==> config.mk <==
export PLATFORM = sky130hd
export DESIGN_NAME = dual_cmp_timer
export DESIGN_NICKNAME = d
export VERILOG_FILES = /design/src/rtl/dct_pkg.sv /design/src/rtl/dct_clk_sel.sv /design/src/rtl/dct_channel.sv /design/src/rtl/dct_action.sv /design/src/rtl/dual_cmp_timer.sv
export SDC_FILE = /design/constraint.sdc
export NUM_CORES = 1
export LEC_CHECK = 0
export BUFFER_PORTS_ARGS = -buffer_cell sky130_fd_sc_hd__buf_2
export CORE_MARGIN = 8
export CORE_UTILIZATION = 39
export CTS_CLUSTER_DIAMETER = 100
export CTS_CLUSTER_SIZE = 30
export DETAILED_ROUTE_END_ITERATION = 8
export HOLD_SLACK_MARGIN = 0.05
export PLACE_DENSITY = 0.67
export REMOVE_ABC_BUFFERS = 1
export SKIP_CTS_REPAIR_TIMING = 1
export SLEW_MARGIN = 20
export SYNTH_ARGS = -nofsm -noshare
export SYNTH_HDL_FRONTEND = slang
export SYNTH_SLANG_ARGS = --single-unit
==> constraint.sdc <==
create_clock -name clk_i -period 2.2 [get_ports clk_i]
set_input_delay 0.11 -clock clk_i [delete_from_list [all_inputs] [get_ports clk_i]]
set_output_delay 0.11 -clock clk_i [all_outputs]
set_load 0.01 [all_outputs]
==> src/rtl/dct_pkg.sv <==
package dct_pkg;
    localparam int SEL_W   = 2;
    localparam int NUM_SRC = 1 << SEL_W;
    localparam int NUM_CH  = 2;
    localparam int ADDR_W  = 3;
    localparam int MODE_W  = 4;

    localparam logic [ADDR_W-1:0] A_CMP0 = 3'd0;
    localparam logic [ADDR_W-1:0] A_CMP1 = 3'd1;
    localparam logic [ADDR_W-1:0] A_MSK0 = 3'd2;
    localparam logic [ADDR_W-1:0] A_MSK1 = 3'd3;
    localparam logic [ADDR_W-1:0] A_SEL  = 3'd4;
    localparam logic [ADDR_W-1:0] A_FLAG = 3'd5;
    localparam logic [ADDR_W-1:0] A_CNT  = 3'd6;

    typedef enum logic [1:0] {
        OS_FREE  = 2'd0,
        OS_ARMED = 2'd1,
        OS_SPENT = 2'd2
    } os_state_t;

    typedef struct packed {
        logic single;
        logic tog;
        logic clr;
        logic irq;
    } act_mask_t;
endpackage

==> src/rtl/dct_clk_sel.sv <==
module dct_clk_sel
    import dct_pkg::*;
#(
    parameter int SYNC_STAGES = 2
) (
    input  logic               clk_i,
    input  logic               rst_i,
    input  logic [NUM_SRC-1:0] src_en_i,
    input  logic [SEL_W-1:0]   sel_i,
    output logic               cnt_en_o
);
    logic [SYNC_STAGES:0] shreg;
    logic                 ext_rise;

    always_ff @(posedge clk_i) begin
        if (rst_i) begin
            shreg <= '0;
        end else begin
            shreg <= {shreg[SYNC_STAGES-1:0], src_en_i[0]};
        end
    end

    assign ext_rise = shreg[SYNC_STAGES-1] & ~shreg[SYNC_STAGES];

    always_comb begin
        unique case (sel_i)
            2'b11:   cnt_en_o = src_en_i[3];
            2'b10:   cnt_en_o = src_en_i[2];
            2'b01:   cnt_en_o = src_en_i[1];
            default: cnt_en_o = ext_rise;
        endcase
    end
endmodule

==> src/rtl/dct_channel.sv <==
module dct_channel
    import dct_pkg::*;
#(
    parameter int CNT_W = 8
) (
    input  logic             clk_i,
    input  logic             rst_i,
    input  logic             cmp_wr_i,
    input  logic             msk_wr_i,
    input  logic [CNT_W-1:0] wr_data_i,
    input  logic [CNT_W-1:0] cnt_i,
    input  logic             cnt_en_i,
    output logic [CNT_W-1:0] cmp_o,
    output act_mask_t        msk_o,
    output logic             ev_o,
    output logic             clr_req_o,
    output logic             tog_req_o,
    output logic             irq_req_o,
    output logic             spent_o
);
    os_state_t st_q, st_d;
    logic      hit;

    always_ff @(posedge clk_i) begin
        if (rst_i) begin
            cmp_o <= '0;
            msk_o <= '0;
        end else begin
            if (cmp_wr_i) cmp_o <= wr_data_i;
            if (msk_wr_i) msk_o <= act_mask_t'(wr_data_i[MODE_W-1:0]);
        end
    end

    assign hit = cnt_en_i && (cnt_i == cmp_o);

    // state register
    always_ff @(posedge clk_i) begin
        if (rst_i) st_q <= OS_FREE;
        else       st_q <= st_d;
    end

    // transitions: T_ARM / T_FREE, then T_REARM, then T_FIRE
    always_comb begin
        st_d = st_q;
        if (msk_wr_i) begin
            st_d = wr_data_i[MODE_W-1] ? OS_ARMED : OS_FREE;
        end else if (cmp_wr_i && st_q != OS_FREE) begin
            st_d = OS_ARMED;
        end else begin
            unique case (st_q)
                OS_FREE:  st_d = OS_FREE;
                OS_ARMED: st_d = hit ? OS_SPENT : OS_ARMED;
                OS_SPENT: st_d = OS_SPENT;
                default:  st_d = OS_FREE;
            endcase
        end
    end

    // outputs
    always_comb begin
        ev_o      = 1'b0;
        spent_o   = 1'b0;
        unique case (st_q)
            OS_FREE:  ev_o = hit;
            OS_ARMED: ev_o = hit;
            OS_SPENT: spent_o = 1'b1;
            default:  ev_o = 1'b0;
        endcase
        clr_req_o = ev_o & msk_o.clr;
        tog_req_o = ev_o & msk_o.tog;
        irq_req_o = ev_o & msk_o.irq;
    end
endmodule

==> src/rtl/dct_action.sv <==
module dct_action
    import dct_pkg::*;
#(
    parameter int CNT_W = 8
) (
    input  logic              clk_i,
    input  logic              rst_i,
    input  logic              cnt_en_i,
    input  logic [NUM_CH-1:0] ev_i,
    input  logic [NUM_CH-1:0] clr_req_i,
    input  logic [NUM_CH-1:0] tog_req_i,
    input  logic [NUM_CH-1:0] irq_req_i,
    input  logic              flag_wr_i,
    input  logic [NUM_CH-1:0] flag_clr_i,
    output logic [CNT_W-1:0]  cnt_o,
    output logic              toggle_o,
    output logic [NUM_CH-1:0] flags_o,
    output logic [NUM_CH-1:0] match_o
);
    always_ff @(posedge clk_i) begin
        if (rst_i) begin
            cnt_o    <= '0;
            toggle_o <= 1'b0;
            match_o  <= '0;
        end else begin
            if (cnt_en_i) cnt_o <= (|clr_req_i) ? '0 : cnt_o + 1'b1;
            if (|tog_req_i) toggle_o <= ~toggle_o;
            match_o <= ev_i;
        end
    end

    for (genvar c = 0; c < NUM_CH; c++) begin : g_flag
        always_ff @(posedge clk_i) begin
            if (rst_i)                         flags_o[c] <= 1'b0;
            else if (irq_req_i[c])             flags_o[c] <= 1'b1;
            else if (flag_wr_i && flag_clr_i[c]) flags_o[c] <= 1'b0;
        end
    end
endmodule

==> src/rtl/dual_cmp_timer.sv <==
module dual_cmp_timer
    import dct_pkg::*;
#(
    parameter int CNT_W       = 8,
    parameter int SYNC_STAGES = 2
) (
    input  logic              clk_i,
    input  logic              rst_i,
    input  logic [3:0]        src_en_i,
    input  logic              wr_en_i,
    input  logic [2:0]        wr_addr_i,
    input  logic [CNT_W-1:0]  wr_data_i,
    input  logic [2:0]        rd_addr_i,
    output logic [CNT_W-1:0]  rd_data_o,
    output logic              toggle_o,
    output logic              irq_o,
    output logic [1:0]        match_o
);
    logic [SEL_W-1:0]  sel_q;
    logic              cnt_en;
    logic [CNT_W-1:0]  cnt;
    logic [NUM_CH-1:0] cmp_wr, msk_wr, ev, clr_req, tog_req, irq_req, spent, flags;
    logic [CNT_W-1:0]  cmp_val [NUM_CH];
    act_mask_t         msk_val [NUM_CH];
    logic              clr_wr;

    assign cmp_wr[0] = wr_en_i && wr_addr_i == A_CMP0;
    assign cmp_wr[1] = wr_en_i && wr_addr_i == A_CMP1;
    assign msk_wr[0] = wr_en_i && wr_addr_i == A_MSK0;
    assign msk_wr[1] = wr_en_i && wr_addr_i == A_MSK1;
    assign clr_wr    = wr_en_i && wr_addr_i == A_FLAG;

    always_ff @(posedge clk_i) begin
        if (rst_i)                              sel_q <= '1;
        else if (wr_en_i && wr_addr_i == A_SEL) sel_q <= wr_data_i[SEL_W-1:0];
    end

    dct_clk_sel #(.SYNC_STAGES(SYNC_STAGES)) clk_sel_i (
        .clk_i    (clk_i),
        .rst_i    (rst_i),
        .src_en_i (src_en_i),
        .sel_i    (sel_q),
        .cnt_en_o (cnt_en)
    );

    for (genvar c = 0; c < NUM_CH; c++) begin : g_ch
        dct_channel #(.CNT_W(CNT_W)) ch_i (
            .clk_i     (clk_i),
            .rst_i     (rst_i),
            .cmp_wr_i  (cmp_wr[c]),
            .msk_wr_i  (msk_wr[c]),
            .wr_data_i (wr_data_i),
            .cnt_i     (cnt),
            .cnt_en_i  (cnt_en),
            .cmp_o     (cmp_val[c]),
            .msk_o     (msk_val[c]),
            .ev_o      (ev[c]),
            .clr_req_o (clr_req[c]),
            .tog_req_o (tog_req[c]),
            .irq_req_o (irq_req[c]),
            .spent_o   (spent[c])
        );
    end

    dct_action #(.CNT_W(CNT_W)) action_i (
        .clk_i      (clk_i),
        .rst_i      (rst_i),
        .cnt_en_i   (cnt_en),
        .ev_i       (ev),
        .clr_req_i  (clr_req),
        .tog_req_i  (tog_req),
        .irq_req_i  (irq_req),
        .flag_wr_i  (clr_wr),
        .flag_clr_i (wr_data_i[NUM_CH-1:0]),
        .cnt_o      (cnt),
        .toggle_o   (toggle_o),
        .flags_o    (flags),
        .match_o    (match_o)
    );

    assign irq_o = |flags;

    always_comb begin
        rd_data_o = '0;
        unique case (rd_addr_i)
            A_CMP0:  rd_data_o = cmp_val[0];
            A_CMP1:  rd_data_o = cmp_val[1];
            A_MSK0:  rd_data_o[MODE_W-1:0] = msk_val[0];
            A_MSK1:  rd_data_o[MODE_W-1:0] = msk_val[1];
            A_SEL:   rd_data_o[SEL_W-1:0] = sel_q;
            A_FLAG:  rd_data_o[NUM_CH-1:0] = flags;
            A_CNT:   rd_data_o = cnt;
            default: rd_data_o = '0;
        endcase
    end
endmodule

==> results.md, run 1 <==
- Detail Route Antenna Nets: 0
- VDD IR max: 0.304 mV
- Final Hold Vio Count: 0
- Post-synthesis sequential area ratio: 36.6%
- Count of different cell masters after synthesis: 48
- Drt pass-1 iters: 5
- Setup crit start: action_i.cnt_o[5]
- Gate power share: 13.8%
- Crit start category: register
- Fin util: 45.2%
- Synthesized area per cell: 8.86 um2
- Clock transition at the registers of the reported paths: 0.09 ns
- FILL cells: 618
- Initial Util: 40.1%
- DIE AREA: 9270 um2
- Fin Clk Skew: 0.00635 ns
- Core Region: 6280 um2
- Net count reported at finish: 339
- Clock latency on the worst-skew pair: 0.30 ns
- Worst Setup EP: action_i.toggle_o
- Worst path slowest cell: dfxtp_1
- Reg-to-Reg Start: action_i.cnt_o[5]
- Post-synth top area cell: dfxtp_1
- Vias: 2,057
- Critical Path RT: 2.40 ns
- CTS sink cnt: 46
- Antenna violations before repair: 0
- WL/cell: 15.9 um
- Crit-path cells: xor2_1, nor4_4, nand4b_1, o22ai_1, mux2_1
- Worst R2R Path Depth: 5
- Power Dens Cells: 627 nW/um2
- R2R Path End: action_i.toggle_o
- Chip Height: 96.3 um
- Crit. End Element: register
- Net switching power figure: 482 uW
- Yosys top cell area share: 36.6%
- Number of DRC markers in iteration 0: 108
- Final setup viols: 0
- Max-cap violations: 0
- Leak: 1.17 nW
- RSZ-0062 raised after global routing: no
- Area delta synth->final: 12.8%
- Hold crit path type: primary input to register
- Gp weighted congestion: 0.843
- Sw Ratio: 27.1%
- Final Non-Filler Cells: 389
- Post-Route WL: 6200 um
- Power consumption: 1.78 mW
- CTS Buffer Depth: 2
- Chip Width: 96.3 um
- CTS buffer count: 5
- Syn. warnings: 0
- GRT Overall Usage: 13.8%
- I/O pin count: 33
- Grt ovf: 0
- CTS tree: built
- DR vias/cell: 5.29
- Dominant cells by area after synthesis: dfxtp_1 37%, nand2_1 7.6%, mux2i_1 7.2%
- Reg2reg setup slack: 0.34 ns
- Tcrit/Tclk final: 84.6%
- Share of layout cells above drive strength 1: 18.3%
- # H-tree levels: 2
- Relative slew slack: 49.7%
- First-pass GRT wire length: 9900 um
- Worst path arrival time: 2.06 ns
- Largest net degree at the start of global routing: 41
- Worst Path Max Fanout: 5
- Dpl hpwl: 4650 um
- Remaining DRCs: 0
- IO buf count: 32
- Max Transition Viols Final: 0
- Seq pwr share: 49.6%
- Setup TNS: 0 ns
- Synth Register Bits: 46
- F_max: 537 MHz
- Vias in the first global route: 1,937
- Cell internal pwr: 1.30 mW
- Minimum clock period: 1.86 ns
- # rows: 29
- Antenna cells: 0
- Slew @ Worst Pin: 0.755 ns
- Status: finished clean
- Post-Syn Area: 2510 um2
- Syn Inst Count: 284
- Root Driver: clkbuf_8
- Inst Count DP: 378
- Worst stage delay on the critical path: 0.45 ns
- Crit Path Category: register to register
- Clock share of power: 36.6%
## layer usage
metal / vias up / track usage (%) / routed length, um
met3: 10 / 2.11 / 203
met2: 35 / 22.0 / 2960
met1: 997 / 18.5 / 2920
met4: 0 / 4.92 / 115
met5: - / 0 / 0
li1: 1015 / - / -
## power by group through the flow
stage / clock network (mW) / logic, mW / registers [mW]
detailed placement: 0 / 0.242 / 0.902
finish: 0.652 / 0.246 / 0.882
CTS: 0.654 / 0.243 / 0.882
global placement: 0 / 0.238 / 0.901
floorplan: 0 / 0.151 / 0.896
global route: 0.683 / 0.271 / 0.886
## sequential cells by signal, summed over array words and instances (netlist names)
| register | count |
|---|---|
| g_ch.ch_i.cmp_o | 16 |
| clk_sel_i.shreg | 3 |
| g_ch.ch_i.msk_o | 8 |
| g_ch.ch_i.st_q | 4 |
| action_i.flags_o | 2 |
| action_i.cnt_o | 8 |
| action_i.match_o | 2 |
| action_i.toggle_o | 1 |
| sel_q | 2 |
## synth_stat cells (all sizes together)
cell type,count
and3,2
dfxtp,46
mux2i,18
nor2b,12
o31ai,1
a22o,1
nor2,24
nand4b,2
o22ai,1
or2,2
o21ai,12
o21a,2
nand3b,2
nand2b,2
xor2,22
o2bb2ai,1
a41oi,3
nand3,4
or3b,1
xnor2,1
nor3b,2
nor4,5
nor4bb,1
clkbuf,11
nand2,51
and2,2
a211oi,2
a211o,2
or3,1
nor3,4
buf,5
mux2,2
a21oi,18
inv,6
mux4,2
nand4,4
ha,7
## worst min path at each step
stage	from	endpoint	slack, ns	depth (start not counted)
2_1_floorplan	rst_i	action_i.flags_o[0]	0.17	1
3_3_place_gp	src_en_i[0]	clk_sel_i.shreg[0]	0.32	2
3_5_place_dp	src_en_i[0]	clk_sel_i.shreg[0]	0.33	2
4_1_cts	src_en_i[0]	clk_sel_i.shreg[0]	0.02	2
5_1_grt	wr_data_i[4]	g_ch[0].ch_i.cmp_o[4]	0.05	3
6_report	wr_data_i[4]	g_ch[0].ch_i.cmp_o[4]	0.04	3
## placed cells by master, fill, tap and decap left out, drive strengths merged, types with 3 or more instances in the layout
| master | instances |
|---|---|
| clkbuf | 5 |
| nor2b | 12 |
| nand2 | 51 |
| dlygate4sd3 | 3 |
| nor2 | 24 |
| inv | 6 |
| nand4 | 4 |
| mux2i | 18 |
| nand3 | 4 |
| nor4 | 5 |
| a21oi | 18 |
| buf | 33 |
| xor2 | 22 |
| a41oi | 3 |
| ha | 7 |
| o21ai | 12 |
| dfxtp | 46 |
| nor3 | 4 |
## per-stage QoR
step | cell area (um2) | setup slack [ns] | hold WS, ns
after floorplan | 2430 | 0.528 | 0.172
after global placement | 2690 | 0.404 | 0.323
after detailed placement | 2690 | 0.365 | 0.331
after CTS | 2810 | 0.343 | 0.0190
after global routing | 2840 | 0.225 | 0.0512
final | 2840 | 0.338 | 0.0430
## logic make-up (layout without fill, tap and decap cells)
kind of cell,Yosys count,count (layout),synth area share [%]
AOI/OAI and AO/OA,43,43,11.1
xor gates and xnor gates,23,23,8.61
adders and majority gates,7,7,3.48
buffers and inverters,22,50,4.28
DFF,46,46,36.6
muxes,22,22,9.85
and+or+nand+nor,121,121,26.0
## worst max-delay path: cells and delay by family, from the launching register on
kind,cells,cell delay (ns)
flip-flops,1,0.45
XOR/XNOR,1,0.16
AND/OR/NAND/NOR,2,0.61
multiplexers,1,0.33
AO/OA/AOI/OAI,1,0.21
## final cells by class
| cell class | instances | area, um2 | share of cell area (%) |
|---|---|---|---|
| inverters | 6 | 22.5 | 0.794 |
| flip-flops and latches | 46 | 921 | 32.5 |
| repair buffers | 36 | 198 | 6.97 |
| clock inverters | 3 | 45.0 | 1.59 |
| clock buffers | 5 | 68.8 | 2.43 |
| multi-input cells | 216 | 1490 | 52.4 |
| well taps | 77 | 96.3 | 3.40 |
(Power assumes the default switching activity.)
==> inputs of run 2 (changes only) <==
--- a/config.mk
+++ b/config.mk
@@ -12,7 +12,7 @@
 export CTS_CLUSTER_SIZE = 30
 export DETAILED_ROUTE_END_ITERATION = 8
 export HOLD_SLACK_MARGIN = 0.05
-export PLACE_DENSITY = 0.67
+export PLACE_DENSITY = 0.69
 export REMOVE_ABC_BUFFERS = 1
 export SKIP_CTS_REPAIR_TIMING = 1
 export SLEW_MARGIN = 20
==> constraint.sdc (replaced) <==
create_clock -name clk_i -period 1.52 [get_ports clk_i]
set_input_delay 0.076 -clock clk_i [delete_from_list [all_inputs] [get_ports clk_i]]
set_output_delay 0.076 -clock clk_i [all_outputs]
set_load 0.01 [all_outputs]
==> run 2 against run 1 <==
  * The flow now finishes with violations (negative setup slack)
  * Global-route usage grew 0.90 points
  * Utilization grew 8.6 points
  * Die area is the same
  * Clock skew is essentially flat
  * Setup slack lost 0.57 ns
  * Sequential share of layout area shrank 4.7 points
  * Critical endpoint is now action_i.cnt_o[1]
  * Largest power group unchanged
==> results.md, run 2 (synthesis results as in run 1) <==
- Status: complete, but fails checks
- Failing checks: negative setup slack
- GRT busiest layer: met2
- Drt pass-1 iters: 5 (unchanged)
- Setup WS post-layout: -0.234 ns (-0.572 ns)
- Power Dens Cells: 803 nW/um2 (+28%)
- CP Depth: 6 (+1)
- Critical Path RT: 1.72 ns (-0.68 ns)
- Crit path max-delay family: simple AND/OR/NAND/NOR gates
- Worst stage delay on the critical path: 0.38 ns (-0.07 ns)
- # H-tree levels: 2 (unchanged)
- F_max: 570 MHz (+6.2%)
- Worst R2R Path Depth: 6 (+1)
- DIE AREA: 9270 um2 (unchanged)
- Post-Route WL: 6910 um (+11%)
- Relative slew slack: 66.8% (+17 points)
- Initial Util: 40.1% (unchanged)
- VDD IR max: 0.540 mV (+78%)
- Grt ovf: 0 (unchanged)
- Remaining DRCs: 0 (unchanged)
- Antenna violations before repair: 0 (unchanged)
- Clock share of power: 34.1% (-2.5 points)
- Largest net degree at the start of global routing: 29 (-29%)
- Crit. End Element: register
- Clock transition at the registers of the reported paths: 0.09 ns (about the same)
- Number of DRC markers in iteration 0: 107 (-0.93%)
- Tcrit/Tclk final: 115% (+31 points)
- Crit Path Category: register to register
- CTS Buffer Depth: 2 (unchanged)
- Vias: 2,307 (+12%)
- Regs by FF count: g_ch.ch_i.cmp_o x16, action_i.cnt_o x8, g_ch.ch_i.msk_o x8
- Reg-to-Reg Start: action_i.cnt_o[6]
- Cell internal pwr: 1.97 mW (+52%)
- RSZ-0062 raised after global routing: yes
- I/O pin count: 33 (unchanged)
- Chip Width: 96.3 um (unchanged)
- Met2 Use GR: 23.7% (+1.7 points)
- Worst path arrival time: 1.95 ns (-0.11 ns)
- Detail Route Antenna Nets: 0 (unchanged)
- CTS sink cnt: 46 (unchanged)
- Power consumption: 2.71 mW (+52%)
- CTS tree: built
- Slew @ Worst Pin: 0.494 ns (-0.260 ns)
- Chip Height: 96.3 um (unchanged)
- Hold path endpoint: g_ch[1].ch_i.cmp_o[0]
- Gate power share: 19.1% (+5.3 points)
- First-pass GRT wire length: 10,600 um (+6.6%)
- Largest Register: g_ch.ch_i.cmp_o
- DR vias/cell: 5.23 (-1.1%)
- Core Region: 6280 um2 (unchanged)
- Most frequent cells in the layout: 51 x nand2_1, 46 x buf_4, 35 x dfxtp_1
- Seq pwr share: 46.9% (-2.7 points)
- R2R Path End: action_i.cnt_o[1]
- Reg2reg setup slack: -0.23 ns (-0.57 ns)
- Worst path buffer plus inverter count: 1 (+1)
- Gp weighted congestion: 0.904 (+7.1%)
- Fin Clk Skew: 0.00618 ns (-0.000169 ns)
- Global routing usage on met1: 19.8% (+1.3 points)
- CTS buffer count: 5 (unchanged)
- Crit start category: register
- Max-cap violations: 0 (unchanged)
- Share of layout cells above drive strength 1: 36.0% (+18 points)
- WL/cell: 15.7 um (-1.7%)
- Net switching power figure: 737 uW (+53%)
- Antenna cells: 0 (unchanged)
- GRT Overall Usage: 14.7% (+0.90 points)
- IO buf count: 32 (unchanged)
- Dpl hpwl: 5070 um (+9.1%)
- Hold_sp: wr_data_i[0]
- Root Driver: clkbuf_8
- # rows: 29 (unchanged)
- Leak: 1.46 nW (+25%)
- Hold crit path type: primary input to register
- Worst Path Max Fanout: 8 (+3)
- Final Hold Vio Count: 0 (unchanged)
- Placement Setup Slack: -0.214 ns (-0.580 ns)
- Flip-flop count of the largest register after layout: 16 (unchanged)
- Max Transition Viols Final: 0 (unchanged)
- Area delta synth->final: 34.3%
- Crit-path cells: xor2_4, nor4_4, nand3_4, o31ai_4, buf_12, nor2_4
- Worst Hold Depth: 3 (unchanged)
- Final setup viols: 17 (+17)
- Most common cell after layout, fill and taps aside: nand2_1
- Sw Ratio: 27.2% (+0.11 points)
- Grt met3 use: 2.57% (+0.47 points)
- Net count reported at finish: 391 (+15%)
- Worst path slowest cell: dfxtp_4
- Clock latency on the worst-skew pair: 0.30 ns (about the same)
- Minimum clock period: 1.75 ns (-0.108 ns)
- Vias in the first global route: 2,109 (+8.9%)
[run 2: cell types whose count changed in the layout (fill, tap and decap cells not counted), moves of 3 or more]
cell     change
buf_4       +45
dfxtp_1     -11
nor2_4       +7
dfxtp_2     +10
xor2_1       -3
buf_6        +5
nor2_1       -9
[run 2: how the worst max path moves through the flow]
stage / from / end / slack [ns]
2_1_floorplan: action_i.cnt_o[4] / action_i.toggle_o / -0.15
3_3_place_gp: action_i.cnt_o[6] / action_i.toggle_o / -0.14
3_5_place_dp: action_i.cnt_o[4] / action_i.toggle_o / -0.21
4_1_cts: action_i.cnt_o[4] / action_i.toggle_o / -0.24
5_1_grt: action_i.cnt_o[6] / action_i.cnt_o[1] / -0.28
6_report: action_i.cnt_o[6] / action_i.cnt_o[1] / -0.23
[run 2: worst reg2reg max path, cell delays in order, from the launching register on]
cell and delay, ns:
dfxtp_4 0.38, xor2_4 0.19, nor4_4 0.38, nand3_4 0.15, o31ai_4 0.31, buf_12 0.19
nor2_4 0.05
[run 2: per-stage QoR]
stage	hold slack (ns)	util, %	cells	setup TNS, ns	instance area, um2
3_5_place_dp	0.290	48.5	423	-1.71	3040
6_report	0.0710	53.8	441	-2.73	3380
5_1_grt	0.0715	53.8	441	-3.78	3380
4_1_cts	-0.0216	50.2	431	-2.36	3150
2_1_floorplan	0.138	-	268	-0.192	2430
3_3_place_gp	0.289	48.5	423	-1.23	3040
[run 2: layout make-up]
| type | instances | area (um2) |
|---|---|---|
| Clock inverter | 3 | 40.0 |
| Sequential cell | 46 | 937 |
| Clock buffer | 5 | 68.8 |
| Timing Repair Buffer | 88 | 627 |
| Inverter | 6 | 22.5 |
| Tap cell | 77 | 96.3 |
| Fill cell | 569 | 2900 |
| Multi-Input combinational cell | 216 | 1590 |
[run 2: power by group through the flow]
stage               Combinational (mW)  Clock (mW)  Sequential, mW
floorplan                        0.219           0            1.30
global placement                 0.438           0            1.30
detailed placement               0.445           0            1.30
CTS                              0.447       0.929            1.27
global route                     0.554       0.989            1.28
finish                           0.517       0.924            1.27
[run 2: layer usage]
metal  wire length, um  vias up
li1                  -     1120
met1              3080     1122
met2              3390       56
met3               367        9
met4                75        0
met5                 0        -
